## src/rtl/brq_pkg.sv

```systemverilog
package brq_pkg;
  typedef enum logic [2:0] {
    ST_IDLE  = 3'd0,
    ST_FAIRW = 3'd1,
    ST_REQ   = 3'd2,
    ST_OWN   = 3'd3,
    ST_GAP   = 3'd4
  } rq_state_e;
endpackage

```

## src/rtl/brq_sync.sv

```systemverilog
module brq_sync #(
  parameter int            W       = 1,
  parameter int            STAGES  = 2,
  parameter logic [W-1:0]  RST_VAL = '1
) (
  input  logic         clk,
  input  logic         rst_n,
  input  logic [W-1:0] d,
  output logic [W-1:0] q
);
  logic [W-1:0] pipe [STAGES];

  always_ff @(posedge clk or negedge rst_n) begin
    if (!rst_n) pipe[0] <= RST_VAL;
    else        pipe[0] <= d;
  end

  for (genvar k = 1; k < STAGES; k++) begin : g_stage
    always_ff @(posedge clk or negedge rst_n) begin
      if (!rst_n) pipe[k] <= RST_VAL;
      else        pipe[k] <= pipe[k-1];
    end
  end

  assign q = pipe[STAGES-1];
endmodule

```

## src/rtl/brq_fsm.sv

```systemverilog
module brq_fsm
  import brq_pkg::*;
#(
  parameter int LEVELS = 4,
  parameter int SETTLE = 3,
  localparam int LVL_W = (LEVELS > 1) ? $clog2(LEVELS) : 1,
  localparam int SC_W  = $clog2(SETTLE + 1)
) (
  input  logic              clk,
  input  logic              rst_n,
  input  logic [LEVELS-1:0] lines_s,
  input  logic [LEVELS-1:0] gnt_s,
  input  logic              busy_s,
  input  logic              loc_req,
  input  logic              loc_done,
  input  logic [LVL_W-1:0]  cfg_level,
  input  logic              cfg_fair,
  input  logic              cfg_rel_done,
  input  logic              cfg_hold,
  output rq_state_e         state_q,
  output logic [LVL_W-1:0]  lvl_q,
  output logic [LEVELS-1:0] req_drv,
  output logic              busy_drv,
  output logic              has_bus
);
  rq_state_e       state_d;
  logic            want_q, open_q;
  logic [SC_W-1:0] settle_q;
  logic            take, other_req, release_now;

  // acquisition: own grant seen, requesting, bus not busy
  assign take      = (state_q == ST_REQ) && !gnt_s[lvl_q] && busy_s;
  assign other_req = ~&lines_s;
  assign release_now = !cfg_hold &&
                       (cfg_rel_done ? !open_q : (other_req && settle_q == '0));

  always_comb begin
    state_d = state_q;
    unique case (state_q)
      ST_IDLE:  if (want_q || cfg_hold) state_d = cfg_fair ? ST_FAIRW : ST_REQ;
      ST_FAIRW: if (lines_s[lvl_q])     state_d = ST_REQ;
      ST_REQ:   if (take)               state_d = ST_OWN;
      ST_OWN:   if (release_now)        state_d = ST_GAP;
      ST_GAP:                           state_d = ST_IDLE;
      default:                          state_d = ST_IDLE;
    endcase
  end

  always_ff @(posedge clk or negedge rst_n) begin
    if (!rst_n) begin
      state_q  <= ST_IDLE;
      want_q   <= 1'b0;
      open_q   <= 1'b0;
      settle_q <= '0;
      lvl_q    <= '0;
      has_bus  <= 1'b0;
    end else begin
      state_q <= state_d;
      want_q  <= (want_q && !take) || loc_req;
      if (take)                                open_q <= want_q;
      else if (state_q == ST_OWN && loc_done) open_q <= 1'b0;
      if (take)                  settle_q <= SC_W'(SETTLE);
      else if (settle_q != '0)   settle_q <= settle_q - 1'b1;
      if (state_q == ST_OWN)     lvl_q <= cfg_level;
      has_bus <= cfg_hold && (state_d == ST_OWN);
    end
  end

  for (genvar i = 0; i < LEVELS; i++) begin : g_req
    assign req_drv[i] = (state_q == ST_REQ) && (lvl_q == LVL_W'(i));
  end
  assign busy_drv = (state_q == ST_OWN);


  req_onehot_chk: assert property (@(posedge clk) disable iff (!rst_n)
    $onehot0(req_drv));

  req_busy_excl_chk: assert property (@(posedge clk) disable iff (!rst_n)
    !(busy_drv && (|req_drv)));

  lvl_frozen_chk: assert property (@(posedge clk) disable iff (!rst_n)
    (state_q != ST_OWN) |=> (lvl_q == $past(lvl_q)));

  idle_gap_chk: assert property (@(posedge clk) disable iff (!rst_n)
    ($past(busy_drv) && !busy_drv) |-> (req_drv == '0));

  has_bus_own_chk: assert property (@(posedge clk) disable iff (!rst_n)
    has_bus |-> busy_drv);

  has_bus_clear_chk: assert property (@(posedge clk) disable iff (!rst_n)
    !cfg_hold |=> !has_bus);
endmodule

```

## src/rtl/brq_gpass.sv

```systemverilog
module brq_gpass
  import brq_pkg::*;
#(
  parameter int LEVELS = 4,
  localparam int LVL_W = (LEVELS > 1) ? $clog2(LEVELS) : 1
) (
  input  logic              clk,
  input  logic              rst_n,
  input  logic [LEVELS-1:0] gnt_s,
  input  rq_state_e         state_q,
  input  logic [LVL_W-1:0]  lvl_q,
  output logic [LEVELS-1:0] grant_out_n
);
  for (genvar i = 0; i < LEVELS; i++) begin : g_lvl
    logic keep;
    assign keep = (state_q == ST_OWN) ||
                  ((state_q == ST_REQ) && (lvl_q == LVL_W'(i)));
    always_ff @(posedge clk or negedge rst_n) begin
      if (!rst_n) grant_out_n[i] <= 1'b1;
      else        grant_out_n[i] <= keep ? 1'b1 : gnt_s[i];
    end
  end


  no_pass_owned_chk: assert property (@(posedge clk) disable iff (!rst_n)
    (state_q == ST_OWN) |=> (&grant_out_n));
endmodule

```

## src/rtl/bus_level_requester.sv

```systemverilog
module bus_level_requester
  import brq_pkg::*;
#(
  parameter int LEVELS      = 4,
  parameter int SYNC_STAGES = 2,
  parameter int SETTLE      = 3,
  localparam int LVL_W = (LEVELS > 1) ? $clog2(LEVELS) : 1
) (
  input  logic              clk,
  input  logic              rst_n,
  input  logic [LEVELS-1:0] bus_req_n,
  input  logic [LEVELS-1:0] bus_gnt_in_n,
  input  logic              bus_busy_n,
  input  logic              loc_req,
  input  logic              loc_done,
  input  logic [LVL_W-1:0]  cfg_level,
  input  logic              cfg_fair,
  input  logic              cfg_rel_done,
  input  logic              cfg_hold,
  output logic [LEVELS-1:0] req_drv,
  output logic              busy_drv,
  output logic [LEVELS-1:0] grant_out_n,
  output logic              has_bus
);
  logic [LEVELS-1:0] lines_s, gnt_s;
  logic              busy_s;
  rq_state_e         state_q;
  logic [LVL_W-1:0]  lvl_q;

  brq_sync #(.W(LEVELS), .STAGES(SYNC_STAGES), .RST_VAL('1)) u_sync_req (
    .clk(clk), .rst_n(rst_n), .d(bus_req_n), .q(lines_s));
  brq_sync #(.W(LEVELS), .STAGES(SYNC_STAGES), .RST_VAL('1)) u_sync_gnt (
    .clk(clk), .rst_n(rst_n), .d(bus_gnt_in_n), .q(gnt_s));
  brq_sync #(.W(1), .STAGES(SYNC_STAGES), .RST_VAL(1'b1)) u_sync_busy (
    .clk(clk), .rst_n(rst_n), .d(bus_busy_n), .q(busy_s));

  brq_fsm #(.LEVELS(LEVELS), .SETTLE(SETTLE)) u_fsm (
    .clk(clk), .rst_n(rst_n),
    .lines_s(lines_s), .gnt_s(gnt_s), .busy_s(busy_s),
    .loc_req(loc_req), .loc_done(loc_done),
    .cfg_level(cfg_level), .cfg_fair(cfg_fair),
    .cfg_rel_done(cfg_rel_done), .cfg_hold(cfg_hold),
    .state_q(state_q), .lvl_q(lvl_q),
    .req_drv(req_drv), .busy_drv(busy_drv), .has_bus(has_bus));

  brq_gpass #(.LEVELS(LEVELS)) u_gpass (
    .clk(clk), .rst_n(rst_n), .gnt_s(gnt_s),
    .state_q(state_q), .lvl_q(lvl_q), .grant_out_n(grant_out_n));
endmodule

```

## config.mk

```make
export PLATFORM = sky130hd
export DESIGN_NAME = bus_level_requester
export DESIGN_NICKNAME = d
export VERILOG_FILES = /design/src/rtl/brq_pkg.sv /design/src/rtl/brq_sync.sv /design/src/rtl/brq_fsm.sv /design/src/rtl/brq_gpass.sv /design/src/rtl/bus_level_requester.sv
export SDC_FILE = /design/constraint.sdc
export NUM_CORES = 1
export LEC_CHECK = 0
export CAP_MARGIN = 10
export CORE_ASPECT_RATIO = 0.5
export CORE_MARGIN = 1.5
export CORE_UTILIZATION = 25
export CTS_CLUSTER_SIZE = 16
export DETAILED_ROUTE_END_ITERATION = 6
export SLEW_MARGIN = 10
export SYNTH_ARGS = -nofsm -noshare
export SYNTH_HDL_FRONTEND = slang
export SYNTH_SLANG_ARGS = --single-unit
```

## constraint.sdc

```tcl
create_clock -name clk -period 2.1 [get_ports clk]
set_clock_uncertainty 0.05 [all_clocks]
set_input_delay 0.21 -clock clk [delete_from_list [all_inputs] [get_ports clk]]
set_output_delay 0.21 -clock clk [all_outputs]
set_load 0.005 [all_outputs]
```

==> metrics.md, run 1 <==
| Metric | Value |
|---|---|
| Status | completed |
| Depth of the CTS H-tree | 2 |
| Post-route cell area | around 1700 um^2 |
| Clock Tree Buf Depth | 2 |
| Routed WL | 2125 um |
| Crit-path max cell delay | 0.51 ns |
| # DRC | 0 |
| Max rail drop VDD | 0.3037 mV |
| Final cell count without fillers | 178 |
| Share of post-route cells with drive strength above 1 | 0.3471 |
| Starting density of the core | 0.2637 |
| WP data required | roughly 1.8 ns |
| PwrDens | around 1300 nW/um^2 |
| CTS Hold Bufs | 0 |
| FF+latch count, synth | 32 |
| Hold slack | between 0.2 and 0.25 ns |
| Fin nets | between 100 and 150 |
| Worst Setup Path Type | flip-flop to output pin |
| Floorplan row count | 17 |
| Port Buffers | 27 |
| DR vias | 748 |
| Pleak | about 0.73 nW |
| Setup ws final | approximately 0.11 ns |
| All-Layer GR Usage | 0.1025 |
| Mapped Cells | 84 |
| YS warnings | 0 |
| Layout filler cell count | 400 |
| Std-Cell Core Area | 4446 um^2 |
| Vias per inst | roughly 4.2 |
| Post-Syn Area | between 1000 and 1500 um^2 |
| Post-synth top area share | 0.4931 |
| Cell-by-cell trace of the critical path | nor3b_4, and3_1, clkdlybuf4s50_1 |
| Most area-consuming cells after synthesis | dfstp_2 (49%), dfrtp_1 (21%), mux4_2 (3.8%) |
| Root buf cell | clkbuf_8 |
| Multi-input logic area | 324.1 um^2 |
| Vias in the first global route | 792 |
| Post-place instance area | 1518 um^2 |
| Crit-path slowest cell | clkdlybuf4s50_1 |
| Area of the die | about 5000 um^2 |
| Sink Count | 32 |
| Critical path buffer and inverter count | 1 |
| Final Setup Violations | 0 |
| Maxcap violations | 0 |
| Post-synth ARST share | 1.000 |
| Dpl hpwl | between 1500 and 2000 um |
| Number of CTS-inserted buffers | 5 |
| Number of flops mapped to enable cells by yosys | 0 |
| Placed cells | ~170 |
| Critical Path AT | approximately 1.7 ns |
| Die width | between 90 and 100 um |
| Dpl ws | 0.2763 ns |
| P&R area growth vs syn | 40.98% |
| Initial antenna violation count | 0 |
| Fmax | 0.5015 GHz |
| Worst-path clk slew | approximately 0.070 ns |
| Top FF cell, synth | dfstp_2 |
| Drt first-iter violations | 31 |
| Final ANT Viol Nets | 0 |
| Class of the worst hold path | primary input to async pin |
| Post-synthesis sequential area ratio | 0.7065 |
| Pre-Repair DR Iteration Count | 4 |
| Count leader, synth | dfstp_2 |
| Ant. Diodes | 0 |
| Post-synthesis cell type count | 28 |
| Final design utilization | 0.3718 |
| Crit path max fanout | 4 |
| Worst Tran Pin Value | about 0.32 ns |
| CP Capture Type | output pin |
| Fin Setup TNS | 0 ns |
| Total power | between 2 and 2.5 mW |
| Largest net degree at the start of global routing | 19 |
| GR Overflow Total | 0 |
| Worst rel slew slack | 0.7894 |
| Hold Violations, Final | 0 |
| Syn Nets | 103 |
| Crit share post-route | 0.9496 |
| Minimum clock period | 1.994 ns |
| CP Launch Type | flip-flop |
| Most instantiated cells after synthesis | dfstp_2 (22), nand2_1 (12), dfrtp_1 (10) |
| Largest area contributor in the netlist | dfstp_2 |
| Die Ht | about 51 um |
| First-pass GRT wire length | roughly 3700 um |
| CTS tree | done |
| Clk_lat worst skew | about 0.28 ns |
| Delay-heaviest family, CP | simple AND/OR/NAND/NOR gates |
| RSZ-0062 raised after global routing | no |
| Final Wtd Congestion | 0.7153 |
| Reg area | between 800 and 900 um^2 |
| I/O pin cnt | 28 |
| Slew Viols, Final | 0 |
| Avg Cell Area, Syn | approximately 14 um^2 |
| Wire per inst | approximately 12 um |
[routing by layer]
layer  global-route usage  vias to the layer above  wire length (um)  share of wire
met5                    0                        -                 0              0
met4              0.07042                        0                58          0.027
met3              0.04788                        7               102          0.048
met2               0.1463                       18              1021           0.48
met1               0.1235                      367               943           0.44
li1                     -                      356                 -              -
[where the power goes]
part,internal [mW],leakage [nW],switching (mW)
sequential,0.785,0.350,0.119
combinational,0.350,0.322,0.251
clock,0.350,0.0541,0.222
total,1.49,0.726,0.593
[layout make-up]
type / count / area share
well taps: 57 / 0.04315
multi-input cells: 46 / 0.1961
repair buffers: 30 / 0.1802
inverters: 5 / 0.01136
flip-flops and latches: 32 / 0.5019
clock inverters: 3 / 0.02574
clock buffers: 5 / 0.04164
[cells in the final DEF, fill, tap and decap left out]
| cell type | count |
|---|---|
| a31oi_1 | 1 |
| nor2b_1 | 1 |
| nand2_1 | 12 |
| nor2_2 | 2 |
| o311ai_0 | 1 |
| a21boi_1 | 1 |
| and3_1 | 1 |
| o211ai_1 | 1 |
| dfrtp_1 | 9 |
| buf_4 | 3 |
| mux4_2 | 2 |
| nand3b_4 | 1 |
| clkdlybuf4s50_1 | 25 |
| nor3b_4 | 1 |
| inv_2 | 1 |
| o21ai_0 | 2 |
| dfstp_2 | 22 |
| ha_1 | 1 |
| nand4_1 | 1 |
| bufinv_16 | 1 |
| dlymetal6s2s_1 | 2 |
| clkbuf_8 | 5 |
| nor2_1 | 4 |
| mux2i_1 | 1 |
| clkinv_2 | 1 |
| xor2_1 | 1 |
| inv_1 | 4 |
| nand3b_1 | 1 |
| or3_1 | 4 |
| o21ai_1 | 1 |
| nor3_1 | 1 |
| nor3b_2 | 1 |
| a21o_1 | 1 |
| dfrtp_2 | 1 |
| nand3_1 | 3 |
| clkinvlp_4 | 1 |
[sequential cells by signal (all words and copies together) (netlist names)]
name	count
u_fsm.settle_q	2
u_gpass.grant_out_n	4
u_sync_busy.pipe	1
u_sync_busy.q	1
u_fsm.want_q	1
u_fsm.has_bus	1
u_fsm.lvl_q	2
u_sync_gnt.pipe	4
u_fsm.open_q	1
u_sync_req.q	4
u_sync_gnt.q	4
u_fsm.state_q	3
u_sync_req.pipe	4
[cell families after synthesis]
group / Yosys count / share of synthesized area
compound gates: 8 / 0.04483
mux: 3 / 0.04696
xor+xnor: 1 / 0.007472
buf+inv: 6 / 0.02561
flops: 32 / 0.7065
fa+ha+maj: 1 / 0.01067
simple gates: 33 / 0.1580
[path summary, 6_finish.rpt]
check	from	end	slack [ns]	cells after the start
worst max-delay path	u_fsm.state_q[2]	req_drv[3]	0.11	3
worst min register to register	u_sync_busy.pipe[1]	u_sync_busy.q	0.30	0
min in group clk	bus_gnt_in_n[1]	u_sync_gnt.pipe[5]	0.28	1
max in group asynchronous	rst_n	u_sync_busy.pipe[1]	1.51	2
worst max register to register	u_fsm.lvl_q[0]	u_fsm.want_q	0.47	3
worst min-delay path	rst_n	u_fsm.lvl_q[0]	0.21	2
[what timing repair did]
action | CTS | global route
setup endpoints to repair | 1 | 4
setup buffers | 0 | 1
pin swaps | 0 | 2
gates cloned | 0 | 0
resized for setup | 1 | 5
No activity file was read; power rests on OpenSTA's default activity.
==> run 2, diff against run 1 <==
- PLACE_DENSITY: default -> 0.5
==> metrics.md, run 2 (synthesized netlist as in run 1, its figures left out) <==
| Metric | Value |
|---|---|
| I/O pin cnt | 28 (unchanged) |
| Maxcap violations | 0 (unchanged) |
| CTS tree | done |
| Commonest non-fill, non-tap cell in the layout | clkdlybuf4s50_1 |
| Number of CTS-inserted buffers | 5 (unchanged) |
| Final Setup Violations | 0 (unchanged) |
| Setup ws final | 0.1074 ns (+0.001477 ns) |
| Cell-by-cell trace of the critical path | nor3b_4, buf_6, nand2_1, nor2_2, clkdlybuf4s50_1 |
| First-pass GRT wire length | 3553 um (-4.8%) |
| Final Wtd Congestion | 0.6837 (-4.4%) |
| Drt first-iter violations | 12 (-61%) |
| CP Capture Type | output pin |
| Hold slack | 0.2742 ns (+0.06134 ns) |
| Slew Viols, Final | 0 (unchanged) |
| Std-Cell Core Area | 4446 um^2 (unchanged) |
| GR Overflow Total | 0 (unchanged) |
| Fin nets | 140 (+0.72%) |
| Area of the die | 5135 um^2 (unchanged) |
| Critical Path AT | 1.73 ns (about the same) |
| CTS Hold Bufs | 0 (unchanged) |
| Floorplan row count | 17 (unchanged) |
| Worst Setup Path Type | flip-flop to output pin |
| Ant. Diodes | 0 (unchanged) |
| Class of the worst hold path | primary input to async pin |
| Dpl hpwl | 1500 um (-5.7%) |
| Clock Tree Buf Depth | 2 (unchanged) |
| Crit-path slowest cell | clkdlybuf4s50_1 |
| Die Ht | 51.43 um (unchanged) |
| P&R area growth vs syn | 41.41% |
| Crit-path max cell delay | 0.51 ns (about the same) |
| Routed WL | 2166 um (+1.9%) |
| Die width | 99.85 um (unchanged) |
| Wire per inst | 12.10 um (+1.4%) |
| Clk_lat worst skew | 0.28 ns (about the same) |
| Root buf cell | clkbuf_8 |
| Crit share post-route | 0.9489 (about the same) |
| Worst rel slew slack | 0.7380 (-0.05143) |
| Starting density of the core | 0.2637 (unchanged) |
| Final design utilization | 0.3729 (+0.001126) |
| Dpl ws | 0.2553 ns (-0.02099 ns) |
| CP Launch Type | flip-flop |
| Minimum clock period | 1.993 ns (-0.001477 ns) |
| Layout filler cell count | 426 (+6.5%) |
| DR vias | 752 (+0.53%) |
| Largest net degree at the start of global routing | 33 (+14) |
| WP data required | 1.84 ns (about the same) |
| Port Buffers | 27 (unchanged) |
| PwrDens | 1283 nW/um^2 (+2.0%) |
| Sink Count | 32 (unchanged) |
| Initial antenna violation count | 0 (unchanged) |
| Max rail drop VDD | 0.3080 mV (+1.4%) |
| Hold Violations, Final | 0 (unchanged) |
| RSZ-0062 raised after global routing | no |
| Pre-Repair DR Iteration Count | 4 (unchanged) |
| Share of post-route cells with drive strength above 1 | 0.3443 (-0.002845) |
| Vias per inst | 4.201 (about the same) |
| Fin Setup TNS | 0 ns (unchanged) |
| Most frequent cells in the layout | clkdlybuf4s50_1 (26), dfstp_2 (22), nand2_1 (12) |
| Vias in the first global route | 733 (-7.4%) |
| Worst-path clk slew | 0.07 ns (about the same) |
| Crit path max fanout | 3 (-1) |
| Slack of the worst reg-to-reg path | 0.48 ns (about the same) |
| Final ANT Viol Nets | 0 (unchanged) |
| All-Layer GR Usage | 0.09642 (-0.006072) |
| Pleak | 0.7169 nW (-1.3%) |
| Status | completed |
| Worst Tran Pin Value | 0.3930 ns (+0.07714 ns) |
| Depth of the CTS H-tree | 2 (unchanged) |
| # DRC | 0 (unchanged) |
| Fmax | 0.5019 GHz (about the same) |
run 2: changes by cell type in the layout (fill, tap and decap cells not counted), sizes merged:
cell | before | now
clkbuf | 5 | 6
clkinvlp | 1 | 0
dlymetal6s2s | 2 | 1
clkdlybuf4s50 | 25 | 26
buf | 3 | 4
run 2: timing repair:
item | 4_1_cts | 5_1_grt
setup buffers | 1 | 2
pin swaps | 1 | 2
resized for setup | 0 | 6
setup endpoints to repair | 1 | 3
run 2: final timing paths:
kind / startpoint / endpoint / cells after the start
max in group asynchronous: rst_n / u_sync_busy.pipe[1] / 2
min: rst_n / u_fsm.settle_q[1] / 2
max reg2reg: u_fsm.lvl_q[0] / u_fsm.want_q / 3
max: u_fsm.state_q[0] / req_drv[1] / 5
min in group clk: bus_req_n[1] / u_sync_req.pipe[5] / 1
min reg2reg: u_sync_busy.pipe[1] / u_sync_busy.q / 0
run 2: per-stage QoR:
stage                     instance area, um^2  total power, mW  cells
after floorplan                          1172            1.240     84
after global placement                   1510            1.485    168
after detailed placement                 1510            1.498    168
after CTS                                1625            2.101    177
after global routing                     1658            2.268    179
final                                    1658            2.127    179
run 2: power by group:
part	switching [mW]	internal (mW)
Clock	0.220	0.352
Combinational	0.273	0.386
Sequential	0.112	0.784
Total	0.604	1.52
run 2: layer usage:
metal	track usage	routed length, um	vias to the layer above
met1	0.1276	1017	372
met2	0.1259	978	17
li1	-	-	356
met3	0.04241	117	7
met5	0	0	-
met4	0.06338	53	0
run 2: layout make-up:
type                       instances  area (um^2)  share of cell area
clock inverter                     2        35.03             0.02113
timing repair buffer              31        306.5              0.1849
multi-input combinational         46        324.1              0.1955
sequential                        32        829.5              0.5004
clock buffer                       6        72.57             0.04377
tap                               57        71.32             0.04302
inverter                           5        18.77             0.01132
run 2: worst max-delay path, delay by kind of cell, from the launching register on:
| family | cells | cell delay (ns) |
|---|---|---|
| buf+inv | 2 | 0.64 |
| simple gates | 3 | 0.38 |
| flops | 1 | 0.43 |
